`config.mk`:
```
export PLATFORM = sky130hd
export DESIGN_NAME = indirect_dma_channel
export DESIGN_NICKNAME = d
export VERILOG_FILES = /design/src/rtl/ind_dma_pkg.sv /design/src/rtl/ind_dma_datapath.sv /design/src/rtl/ind_dma_ctrl.sv /design/src/rtl/indirect_dma_channel.sv
export SDC_FILE = /design/constraint.sdc
export NUM_CORES = 1
export LEC_CHECK = 0
export ABC_AREA = 1
export BUFFER_PORTS_ARGS = -buffer_cell sky130_fd_sc_hd__buf_2
export CORE_ASPECT_RATIO = 0.9
export CORE_MARGIN = 3
export CORE_UTILIZATION = 53
export CTS_BUF_LIST = sky130_fd_sc_hd__clkbuf_8
export DETAILED_ROUTE_END_ITERATION = 8
export HOLD_SLACK_MARGIN = 0.15
export PLACE_DENSITY = 0.86
export REMOVE_ABC_BUFFERS = 1
export SLEW_MARGIN = 20
export SYNTH_ARGS = -nofsm -noshare
export SYNTH_HDL_FRONTEND = slang
export SYNTH_HIERARCHICAL = 1
export SYNTH_SLANG_ARGS = --single-unit
```
`constraint.sdc`:
```
create_clock -name clk -period 3.1 [get_ports clk]
set_input_delay 0.465 -clock clk [delete_from_list [all_inputs] [get_ports clk]]
set_output_delay 0.465 -clock clk [all_outputs]
set_load 0.01 [all_outputs]
```
`src/rtl/ind_dma_pkg.sv`:
```
package ind_dma_pkg;

  localparam logic [1:0] SZ_BYTE = 2'd0;
  localparam logic [1:0] SZ_WORD = 2'd1;
  localparam logic [1:0] SZ_LONG = 2'd2;

  localparam logic [1:0] AM_FIXED = 2'd0;
  localparam logic [1:0] AM_INC   = 2'd1;
  localparam logic [1:0] AM_DEC   = 2'd2;

  localparam logic [1:0] REG_SRC  = 2'd0;
  localparam logic [1:0] REG_DST  = 2'd1;
  localparam logic [1:0] REG_CNT  = 2'd2;
  localparam logic [1:0] REG_CTL  = 2'd3;

  localparam int CTL_EN    = 0;
  localparam int CTL_SIZE  = 1;
  localparam int CTL_SMODE = 3;
  localparam int CTL_DMODE = 5;
  localparam int CTL_IND   = 7;
  localparam int CTL_IRQEN = 8;
  localparam int CTL_END   = 9;

  typedef enum logic [2:0] {
    ST_IDLE, ST_PTR, ST_DATA, ST_WRITE, ST_UPDATE
  } chState_e;

  typedef enum logic [1:0] {
    SEL_SRC, SEL_PTR, SEL_DST
  } addrSel_e;

  typedef struct packed {
    logic     loadPtr;
    logic     loadData;
    logic     update;
    addrSel_e addrSel;
  } dpStrobe_t;

endpackage

```
`src/rtl/ind_dma_datapath.sv`:
```
module ind_dma_datapath
  import ind_dma_pkg::*;
#(
  parameter int ADDR_W = 32,
  parameter int CNT_W  = 16
) (
  input  logic              clk,
  input  logic              rstN,
  input  logic              cfgWrEn,
  input  logic [1:0]        cfgSel,
  input  logic [31:0]       cfgWrData,
  output logic [31:0]       cfgRdData,
  input  dpStrobe_t         stb,
  input  logic [31:0]       memRdata,
  output logic [ADDR_W-1:0] memAddr,
  output logic [31:0]       memWdata,
  output logic              chEnable,
  output logic              indirect,
  output logic [1:0]        xferSize,
  output logic              cntZero,
  output logic              irq
);

  localparam int CTL_W = CTL_END + 1;

  logic [ADDR_W-1:0] srcAddr, dstAddr, ptrQ, dataAddr;
  logic [CNT_W-1:0]  count;
  logic [31:0]       dataQ;
  logic              enableQ, indQ, irqEnQ, endFlagQ;
  logic [1:0]        sizeQ, sModeQ, dModeQ;
  logic [2:0]        sizeBytes, srcStep;
  logic [CTL_W-1:0]  ctlWord;
  logic              wrSrc, wrDst, wrCnt, wrCtl;

  function automatic logic [ADDR_W-1:0] stepAddr(input logic [ADDR_W-1:0] a,
                                                 input logic [1:0] mode,
                                                 input logic [2:0] step);
    case (mode)
      AM_INC:  return a + ADDR_W'(step);
      AM_DEC:  return a - ADDR_W'(step);
      default: return a;
    endcase
  endfunction

  function automatic logic [4:0] laneShift(input logic [1:0] lo, input logic [1:0] sz);
    case (sz)
      SZ_BYTE: return {lo, 3'b000};
      SZ_WORD: return {lo[1], 4'b0000};
      default: return 5'd0;
    endcase
  endfunction

  function automatic logic [31:0] sizeMask(input logic [1:0] sz);
    case (sz)
      SZ_BYTE: return 32'h0000_00FF;
      SZ_WORD: return 32'h0000_FFFF;
      default: return 32'hFFFF_FFFF;
    endcase
  endfunction

  assign wrSrc = cfgWrEn && (cfgSel == REG_SRC);
  assign wrDst = cfgWrEn && (cfgSel == REG_DST);
  assign wrCnt = cfgWrEn && (cfgSel == REG_CNT);
  assign wrCtl = cfgWrEn && (cfgSel == REG_CTL);

  assign sizeBytes = (sizeQ == SZ_BYTE) ? 3'd1 : (sizeQ == SZ_WORD) ? 3'd2 : 3'd4;
  assign srcStep   = indQ ? 3'd4 : sizeBytes;
  assign dataAddr  = indQ ? ptrQ : srcAddr;

  always_ff @(posedge clk) begin
    if (!rstN) begin
      srcAddr  <= '0;
      dstAddr  <= '0;
      count    <= '0;
      enableQ  <= 1'b0;
      sizeQ    <= SZ_BYTE;
      sModeQ   <= AM_FIXED;
      dModeQ   <= AM_FIXED;
      indQ     <= 1'b0;
      irqEnQ   <= 1'b0;
      endFlagQ <= 1'b0;
      ptrQ     <= '0;
      dataQ    <= '0;
    end else begin
      if (wrSrc)           srcAddr <= cfgWrData[ADDR_W-1:0];
      else if (stb.update) srcAddr <= stepAddr(srcAddr, sModeQ, srcStep);

      if (wrDst)           dstAddr <= cfgWrData[ADDR_W-1:0];
      else if (stb.update) dstAddr <= stepAddr(dstAddr, dModeQ, sizeBytes);

      if (wrCnt)           count <= cfgWrData[CNT_W-1:0];
      else if (stb.update) count <= count - 1'b1;

      if (wrCtl) begin
        enableQ <= cfgWrData[CTL_EN];
        sizeQ   <= cfgWrData[CTL_SIZE +: 2];
        sModeQ  <= cfgWrData[CTL_SMODE +: 2];
        dModeQ  <= cfgWrData[CTL_DMODE +: 2];
        indQ    <= cfgWrData[CTL_IND];
        irqEnQ  <= cfgWrData[CTL_IRQEN];
      end

      if (stb.update && count == CNT_W'(1)) endFlagQ <= 1'b1;
      else if (wrCtl && !cfgWrData[CTL_END]) endFlagQ <= 1'b0;

      if (stb.loadPtr)  ptrQ  <= memRdata[ADDR_W-1:0];
      if (stb.loadData) dataQ <= (memRdata >> laneShift(dataAddr[1:0], sizeQ)) & sizeMask(sizeQ);
    end
  end

  always_comb begin
    case (stb.addrSel)
      SEL_PTR: memAddr = ptrQ;
      SEL_DST: memAddr = dstAddr;
      default: memAddr = srcAddr;
    endcase
  end

  assign memWdata = (dataQ & sizeMask(sizeQ)) << laneShift(dstAddr[1:0], sizeQ);

  assign ctlWord = {endFlagQ, irqEnQ, indQ, dModeQ, sModeQ, sizeQ, enableQ};

  always_comb begin
    case (cfgSel)
      REG_SRC: cfgRdData = 32'(srcAddr);
      REG_DST: cfgRdData = 32'(dstAddr);
      REG_CNT: cfgRdData = 32'(count);
      default: cfgRdData = 32'(ctlWord);
    endcase
  end

  assign chEnable = enableQ;
  assign indirect = indQ;
  assign xferSize = sizeQ;
  assign cntZero  = (count == '0);
  assign irq      = endFlagQ && irqEnQ;

  AST_SRC_STEP_PTR: assert property (@(posedge clk) disable iff (!rstN)
    stb.update && indQ && sModeQ == AM_INC && !wrSrc |=> srcAddr == $past(srcAddr) + ADDR_W'(4));
  AST_COUNT_DEC: assert property (@(posedge clk) disable iff (!rstN)
    stb.update && !wrCnt |=> count == $past(count) - 1'b1);
  AST_END_SET: assert property (@(posedge clk) disable iff (!rstN)
    stb.update && count == CNT_W'(1) |=> endFlagQ);

endmodule

```
`src/rtl/ind_dma_ctrl.sv`:
```
module ind_dma_ctrl
  import ind_dma_pkg::*;
(
  input  logic      clk,
  input  logic      rstN,
  input  logic      dreq,
  input  logic      memReady,
  input  logic      chEnable,
  input  logic      indirect,
  input  logic [1:0] xferSize,
  input  logic      cntZero,
  output dpStrobe_t stb,
  output logic      dack,
  output logic      memReq,
  output logic      memWe,
  output logic [1:0] memSize
);

  chState_e stateQ, stateNext;
  logic     startXfer;

  assign startXfer = (stateQ == ST_IDLE) && chEnable && !cntZero && dreq;

  always_comb begin
    stateNext   = stateQ;
    stb         = '0;
    stb.addrSel = SEL_SRC;
    memReq      = 1'b0;
    memWe       = 1'b0;
    memSize     = xferSize;
    case (stateQ)
      ST_IDLE: if (startXfer) stateNext = indirect ? ST_PTR : ST_DATA;
      ST_PTR: begin
        memReq  = 1'b1;
        memSize = SZ_LONG;
        if (memReady) begin
          stb.loadPtr = 1'b1;
          stateNext   = ST_DATA;
        end
      end
      ST_DATA: begin
        memReq      = 1'b1;
        stb.addrSel = indirect ? SEL_PTR : SEL_SRC;
        if (memReady) begin
          stb.loadData = 1'b1;
          stateNext    = ST_WRITE;
        end
      end
      ST_WRITE: begin
        memReq      = 1'b1;
        memWe       = 1'b1;
        stb.addrSel = SEL_DST;
        if (memReady) stateNext = ST_UPDATE;
      end
      ST_UPDATE: begin
        stb.update = 1'b1;
        stateNext  = ST_IDLE;
      end
      default: stateNext = ST_IDLE;
    endcase
  end

  always_ff @(posedge clk) begin
    if (!rstN) begin
      stateQ <= ST_IDLE;
      dack   <= 1'b0;
    end else begin
      stateQ <= stateNext;
      dack   <= startXfer;
    end
  end

  AST_DACK_PULSE: assert property (@(posedge clk) disable iff (!rstN)
    dack |=> !dack);
  AST_DACK_FIRST_READ: assert property (@(posedge clk) disable iff (!rstN)
    dack |-> memReq && !memWe);
  AST_HOLD_CTRL: assert property (@(posedge clk) disable iff (!rstN)
    memReq && !memReady |=> memReq && memWe == $past(memWe) && memSize == $past(memSize));

endmodule

```
`src/rtl/indirect_dma_channel.sv`:
```
module indirect_dma_channel
  import ind_dma_pkg::*;
#(
  parameter int ADDR_W = 32,
  parameter int CNT_W  = 16
) (
  input  logic              clk,
  input  logic              rstN,
  input  logic              cfgWrEn,
  input  logic [1:0]        cfgSel,
  input  logic [31:0]       cfgWrData,
  output logic [31:0]       cfgRdData,
  input  logic              dreq,
  output logic              dack,
  output logic              memReq,
  output logic              memWe,
  output logic [1:0]        memSize,
  output logic [ADDR_W-1:0] memAddr,
  output logic [31:0]       memWdata,
  input  logic [31:0]       memRdata,
  input  logic              memReady,
  output logic              irq
);

  dpStrobe_t stb;
  logic      chEnable, indirect, cntZero;
  logic [1:0] xferSize;

  ind_dma_ctrl i_ctrl (
    .clk(clk), .rstN(rstN), .dreq(dreq), .memReady(memReady),
    .chEnable(chEnable), .indirect(indirect), .xferSize(xferSize), .cntZero(cntZero),
    .stb(stb), .dack(dack), .memReq(memReq), .memWe(memWe), .memSize(memSize)
  );

  ind_dma_datapath #(.ADDR_W(ADDR_W), .CNT_W(CNT_W)) i_datapath (
    .clk(clk), .rstN(rstN), .cfgWrEn(cfgWrEn), .cfgSel(cfgSel), .cfgWrData(cfgWrData),
    .cfgRdData(cfgRdData), .stb(stb), .memRdata(memRdata), .memAddr(memAddr),
    .memWdata(memWdata), .chEnable(chEnable), .indirect(indirect), .xferSize(xferSize),
    .cntZero(cntZero), .irq(irq)
  );

  AST_ADDR_HOLD: assert property (@(posedge clk) disable iff (!rstN)
    memReq && !memReady && !cfgWrEn |=> $stable(memAddr) && $stable(memWdata));

endmodule

```
---- Word level (Yosys, flattened, before mapping) ----
Cells that the tools add are included.
word-level totals
  RAM bits ................................ 0
  word-level logic and storage cells ...... 106
  bits in registers ....................... 158
  bits in latches ......................... 0
  memory bits (read-only) ................. 0
  output and inout port bits .............. 102
  memories kept ........................... 0
operators by class
  bitwise logic cells ..................... 2
  shifts and indexed selects .............. 2
  $lt $le $gt $ge ......................... 0
  muxes and demuxes ....................... 38
  eq/ne operators ......................... 19
  div/mod/pow operators ................... 0
  add/subtract/negate cells ............... 5
  reductions and logical operators ........ 26
  $mul .................................... 0
operator list
  cell                                                                    count
  32-bit one-hot mux with 2 select lines                                  4
  32-bit 2-to-1 mux                                                       6
  32-bit one-hot mux with 3 select lines                                  1
  32-bit by 3-bit adder with 32-bit output                                2
  32-bit AND                                                              2
  32-bit by 3-bit subtractor with 32-bit output                           2
  16-bit 2-to-1 mux                                                       2
  32-bit by 5-bit << shifter with 32-bit output                           1
  32-bit by 5-bit >> shifter with 32-bit output                           1
  3-bit 2-to-1 mux                                                        7
  5-bit one-hot mux with 2 select lines                                   2
  16-bit by 1-bit equality test with 1-bit output, second input constant  1
  16-bit logical NOT                                                      1
  16-bit by 1-bit subtractor with 16-bit output, second input constant    1
  3-bit one-hot mux with 4 select lines                                   1
  2-bit by 1-bit equality test with 1-bit output, second input constant   5
  2-bit equality test, second input constant                              5
  1-bit logical AND                                                       10
  5-bit 2-to-1 mux                                                        2
  1-bit 2-to-1 mux                                                        9
  2-bit nonzero test                                                      4
  3-bit by 2-bit equality test with 1-bit output, second input constant   2
  2-bit 2-to-1 mux                                                        3
  2-bit inequality test, second input constant                            3
  11 further kinds                                                        15

---- Depth between registers and ports, before layout ----
  word-level depth ........................ 8
  gate-level depth with buffers ........... 22
  depth with buffers taken out ............ 21

---- Modules after synthesis ----
The synthesis kept the hierarchy.
by module, submodules not included
  module            seq. area each (um^2)  cells an instance  instances  area an instance (um^2)
  ind_dma_datapath  3083.0                 2125               1          12744.7
  ind_dma_ctrl      80.1                   46                 1          297.8

---- Worst setup path before layout ----
OpenSTA, ideal clock, no wires.
  kind .................................... register to register
  from .................................... reg i_datapath.sizeQ[1] (netlist: i_datapath/xferSize[1])
  to ...................................... reg i_datapath.srcAddr[9]
  stages on the path, launching flop included .. 19
  arrival ................................. 2845 ps
  library setup time ...................... 132 ps
  slack ................................... 122 ps
  data required time ...................... 2968 ps
  period minus slack after synthesis ...... 2978 ps
  cell sequence ........................... dfxtp_1 -> nor2_4 -> inv_2 -> clkbuf_1 -> nor2_1 -> inv_1 -> ha_1 -> ha_1 -> or2_2 -> ha_1 -> nand2_1 -> inv_1 -> nand2_1 -> nand3_1 -> nand2_1 -> nand3_1 -> or2_2 -> nand3_1 -> a31oi_1
between the ends
  cells in the longest elaborated chain, start to end .. 8
  elaborated cells on any way between the ends .. 10
  those cells by class .................... 2 x add/sub; 1 x eq/ne; 6 x mux; 1 x reduce/logical
ends and longest elaborated chain
  item                                                                                                       RTL line                                        RTL
  start, declared                                                                                            ind_dma_datapath.sv:30                          logic [1:0] sizeQ, sModeQ, dModeQ;
  start signal, assigned                                                                                     ind_dma_datapath.sv:96                          sizeQ <= cfgWrData[CTL_SIZE +: 2];
  2-bit by 1-bit equality test with 1-bit output                                                             ind_dma_datapath.sv:66                          assign sizeBytes = (sizeQ == SZ_BYTE) ? 3'd1 : (sizeQ == SZ_WORD) ? 3'd2 : 3'd4;
  3-bit 2-to-1 mux                                                                                           ind_dma_datapath.sv:66
  3-bit 2-to-1 mux *                                                                                         ind_dma_datapath.sv:66
  3-bit 2-to-1 mux *                                                                                         ind_dma_datapath.sv:67                          assign srcStep = indQ ? 3'd4 : sizeBytes;
  32-bit by 3-bit subtractor with 32-bit output or 32-bit by 3-bit adder with 32-bit output (tied branches)  ind_dma_datapath.sv:40, ind_dma_datapath.sv:39
  32-bit one-hot mux with 2 select lines *                                                                   ind_dma_datapath.sv:38                          case (mode)
  32-bit 2-to-1 mux *                                                                                        ind_dma_datapath.sv:86                          else if (stb.update) srcAddr <= stepAddr(srcAddr, sModeQ, srcStep);
  32-bit 2-to-1 mux *                                                                                        ind_dma_datapath.sv:85                          if (wrSrc) srcAddr <= cfgWrData[ADDR_W-1:0];
  end signal, assigned                                                                                       ind_dma_datapath.sv:85
  end signal, assigned                                                                                       ind_dma_datapath.sv:86
  end, declared                                                                                              ind_dma_datapath.sv:26                          logic [ADDR_W-1:0] srcAddr, dstAddr, ptrQ, dataAddr;
Every way passes the cells marked *; elsewhere a longest branch is shown, timed or not. The select of a mux whose other input is x is not followed.
A chain may end at the register's enable or synchronous reset.

==> reports/qor.csv <==
metric,value,unit
holdBufCountCts,0,
viasPerCell,5.99,
p_leak,7.47,nW
synth_compound_area_frac,0.226,
io_pins,173,
rows,53,
die_width,171,µm
ant_nets,0,
syn_avg_cell_area,6.01,µm²
core-area,23700,µm²
final_cell_mix,"605 x nand2_1, 347 x inv_1, 214 x a21oi_1, 172 x buf_2, 156 x dfxtp_1",
synth_top_family_by_area,simple AND/OR/NAND/NOR gates,
clkSinkCount,158,
synth_cell_types,54,
power.density,413,nW/µm²
maxSlewHeadroom,0.395,
r2r_cells,14,
synth_fa_ha_area_frac,0.0702,
ff2ff_setup_slack,170,ps
fin_crit_sh,0.984,
hpwl,38.8,mm
drtIter0Drc,2425,
crit_required,2630,ps
grt_pass1_vias,14112,
drv_slew,0,
antenna_found_initial,1,
syn_inst,2171,
fin_crit,3050,ps
fmax,328,MHz
maxCapViolations,0,
worstPathArrival,2590,ps
fin_util,0.625,
drive_above_1_share,0.144,
clk_pin_slew_worst_paths,100,ps
antenna_cells,0,
drc,0,
dp.cells,2590,
synth_edf_count,0,
vias,15705,
start_util,0.549,
port_buffers,172,
worst_pin_slew,906,ps
cts_setup_buffers,0,
endpoint_kind,output port,
ys_seq_area_frac,0.243,
final_nets,2452,
placed_area,14200,µm²
mostFrequentLayoutCell,nand2_1,
pre_cts_ws,-14.2,ps
cts-root-buf,clkbuf_8,
synthSimpleGateAreaFrac,0.308,
firstDrtPassIters,6,
die_h,155,µm
cp_common_cell,inv_1,
grt_max_degree,65,
critPathKind,flop to output port,
ys_async_sr_fraction,0,
setup_violations,0,
ys_ff_latch,158,
synth-main-ff-cell,dfxtp_1,
rsz0062_at_grt,true,
whs,258,ps
synthToLayoutAreaGrowth,13.8,%
fin_skew,21.6,ps
synth_mux_area_frac,0,
routabilityCongestion,1.08,
vdd_drop_max,269,µV
crit_path_cell_trace,buf_4 -> inv_1 -> nor2_2 -> inv_1 -> ha_4 -> buf_16 -> a21oi_1 -> a22oi_1 -> buf_2,
timing.final.ws_setup,49.4,ps
tns,0,ps
grt_usage,0.367,
fin_cells,2624,
critPathMaxStageDelay,440,ps
path_max_fanout,56,
hold_viol,0,
design_area,14800,µm²
grt_pass1_wl,76.6,mm
cts_made_buffers,17,
worstSkewPairLatency,480,ps
h-tree-depth,4,
tritoncts,done,
synth_xor_area_frac,0.0201,
critPathSlowestCell,dfxtp_1,
hold_depth,3,
fp.dieArea,26500,µm²
clock_path_buffers,2,
wl_per_cell,19.4,µm
syn_area,13000,µm²
hp-class,primary input to flop,
grt-ovfl-total,0,
status,"finished, final reports clean",
crit_path_start_kind,flop,
ys_warn_count,6,
total_power,6.13,mW
wirelength,50.8,mm
==> report_power, final <==
part / internal [mW] / switching, mW / leakage, nW
registers: 2.20 / 0.151 / 1.28
logic: 0.685 / 1.33 / 5.97
clock network: 0.831 / 0.934 / 0.224
==> logic make-up (layout without fill, tap and decap cells) <==
family          Yosys count  in the layout
flops                   158            158
compound gates          513            513
buf+inv                 447            597
fa+ha+maj                72             72
simple gates            951            952
xor+xnor                 30             30
==> layer usage <==
| layer | global-route usage | wire length (µm) | vias up |
|---|---|---|---|
| li1 | - | - | 7347 |
| met5 | 0.0227 | 90 | - |
| met1 | 0.513 | 20500 | 7126 |
| met3 | 0.0764 | 6220 | 185 |
| met4 | 0.153 | 2520 | 4 |
| met2 | 0.545 | 21500 | 1043 |
==> final timing paths <==
check | from | end
max | i_datapath/indirect | memAddr[11]
min | memRdata[23] | i_datapath/ptrQ[23]
max reg2reg | i_datapath/indirect | i_datapath/srcAddr[27]
min reg2reg | i_datapath/dataQ[14] | i_datapath/dataQ[14]
==> cell usage after synthesis (5+ instances only) <==
master | n | area [µm²]
a21oi_1 | 222 | 1110
a22oi_1 | 25 | 188
a31oi_1 | 29 | 181
buf_1 | 5 | 18.8
buf_2 | 11 | 55.1
buf_4 | 9 | 67.6
clkbuf_1 | 53 | 199
dfxtp_1 | 158 | 3160
ha_1 | 70 | 876
inv_1 | 347 | 1300
inv_2 | 17 | 63.8
nand2_1 | 608 | 2280
nand2_2 | 7 | 43.8
nand3_1 | 112 | 561
nand3b_1 | 18 | 135
nand4_1 | 6 | 37.5
nor2_1 | 149 | 559
nor2_2 | 8 | 50.1
nor2_4 | 6 | 67.6
nor3_1 | 15 | 75.1
o211ai_1 | 14 | 105
o211ai_2 | 6 | 75.1
o21ai_0 | 99 | 495
o21ai_1 | 24 | 120
o21bai_1 | 8 | 60.1
o221ai_1 | 7 | 61.3
o22ai_1 | 56 | 350
or2_2 | 5 | 31.3
xor2_1 | 30 | 263
==> final cells by class <==
type | instances | area, µm²
fill | 2235 | 8900
clock inverter | 15 | 203
sequential | 158 | 3170
multi-input combinational | 1567 | 8350
inverter | 367 | 1390
clock buffer | 17 | 234
timing repair buffer | 198 | 1120
tap | 302 | 378
==> sequential cells by signal (all words and copies together), names as in the netlist, 3 cells and up <==
| name | cells |
|---|---|
| i_datapath/srcAddr | 32 |
| i_ctrl/stateQ | 3 |
| i_datapath/dataQ | 32 |
| i_datapath/ptrQ | 32 |
| i_datapath/dstAddr | 32 |
| i_datapath/count | 16 |
==> what timing repair did <==
| item | CTS | global route |
|---|---|---|
| resized for setup | 3 | 43 |
| endpoints found under the setup margin | 11 | 53 |
| pin swaps | 0 | 2 |
| gates cloned | 0 | 1 |
==> critical path, delay by kind of cell, from the launching register on <==
| kind | cells | cell delay [ps] |
|---|---|---|
| AO/OA/AOI/OAI | 2 | 370 |
| adder cells (fa/ha/maj) | 1 | 290 |
| buffers and inverters | 5 | 800 |
| flip-flops | 1 | 440 |
| AND/OR/NAND/NOR | 1 | 180 |
No activity file was read; power rests on OpenSTA's default activity.
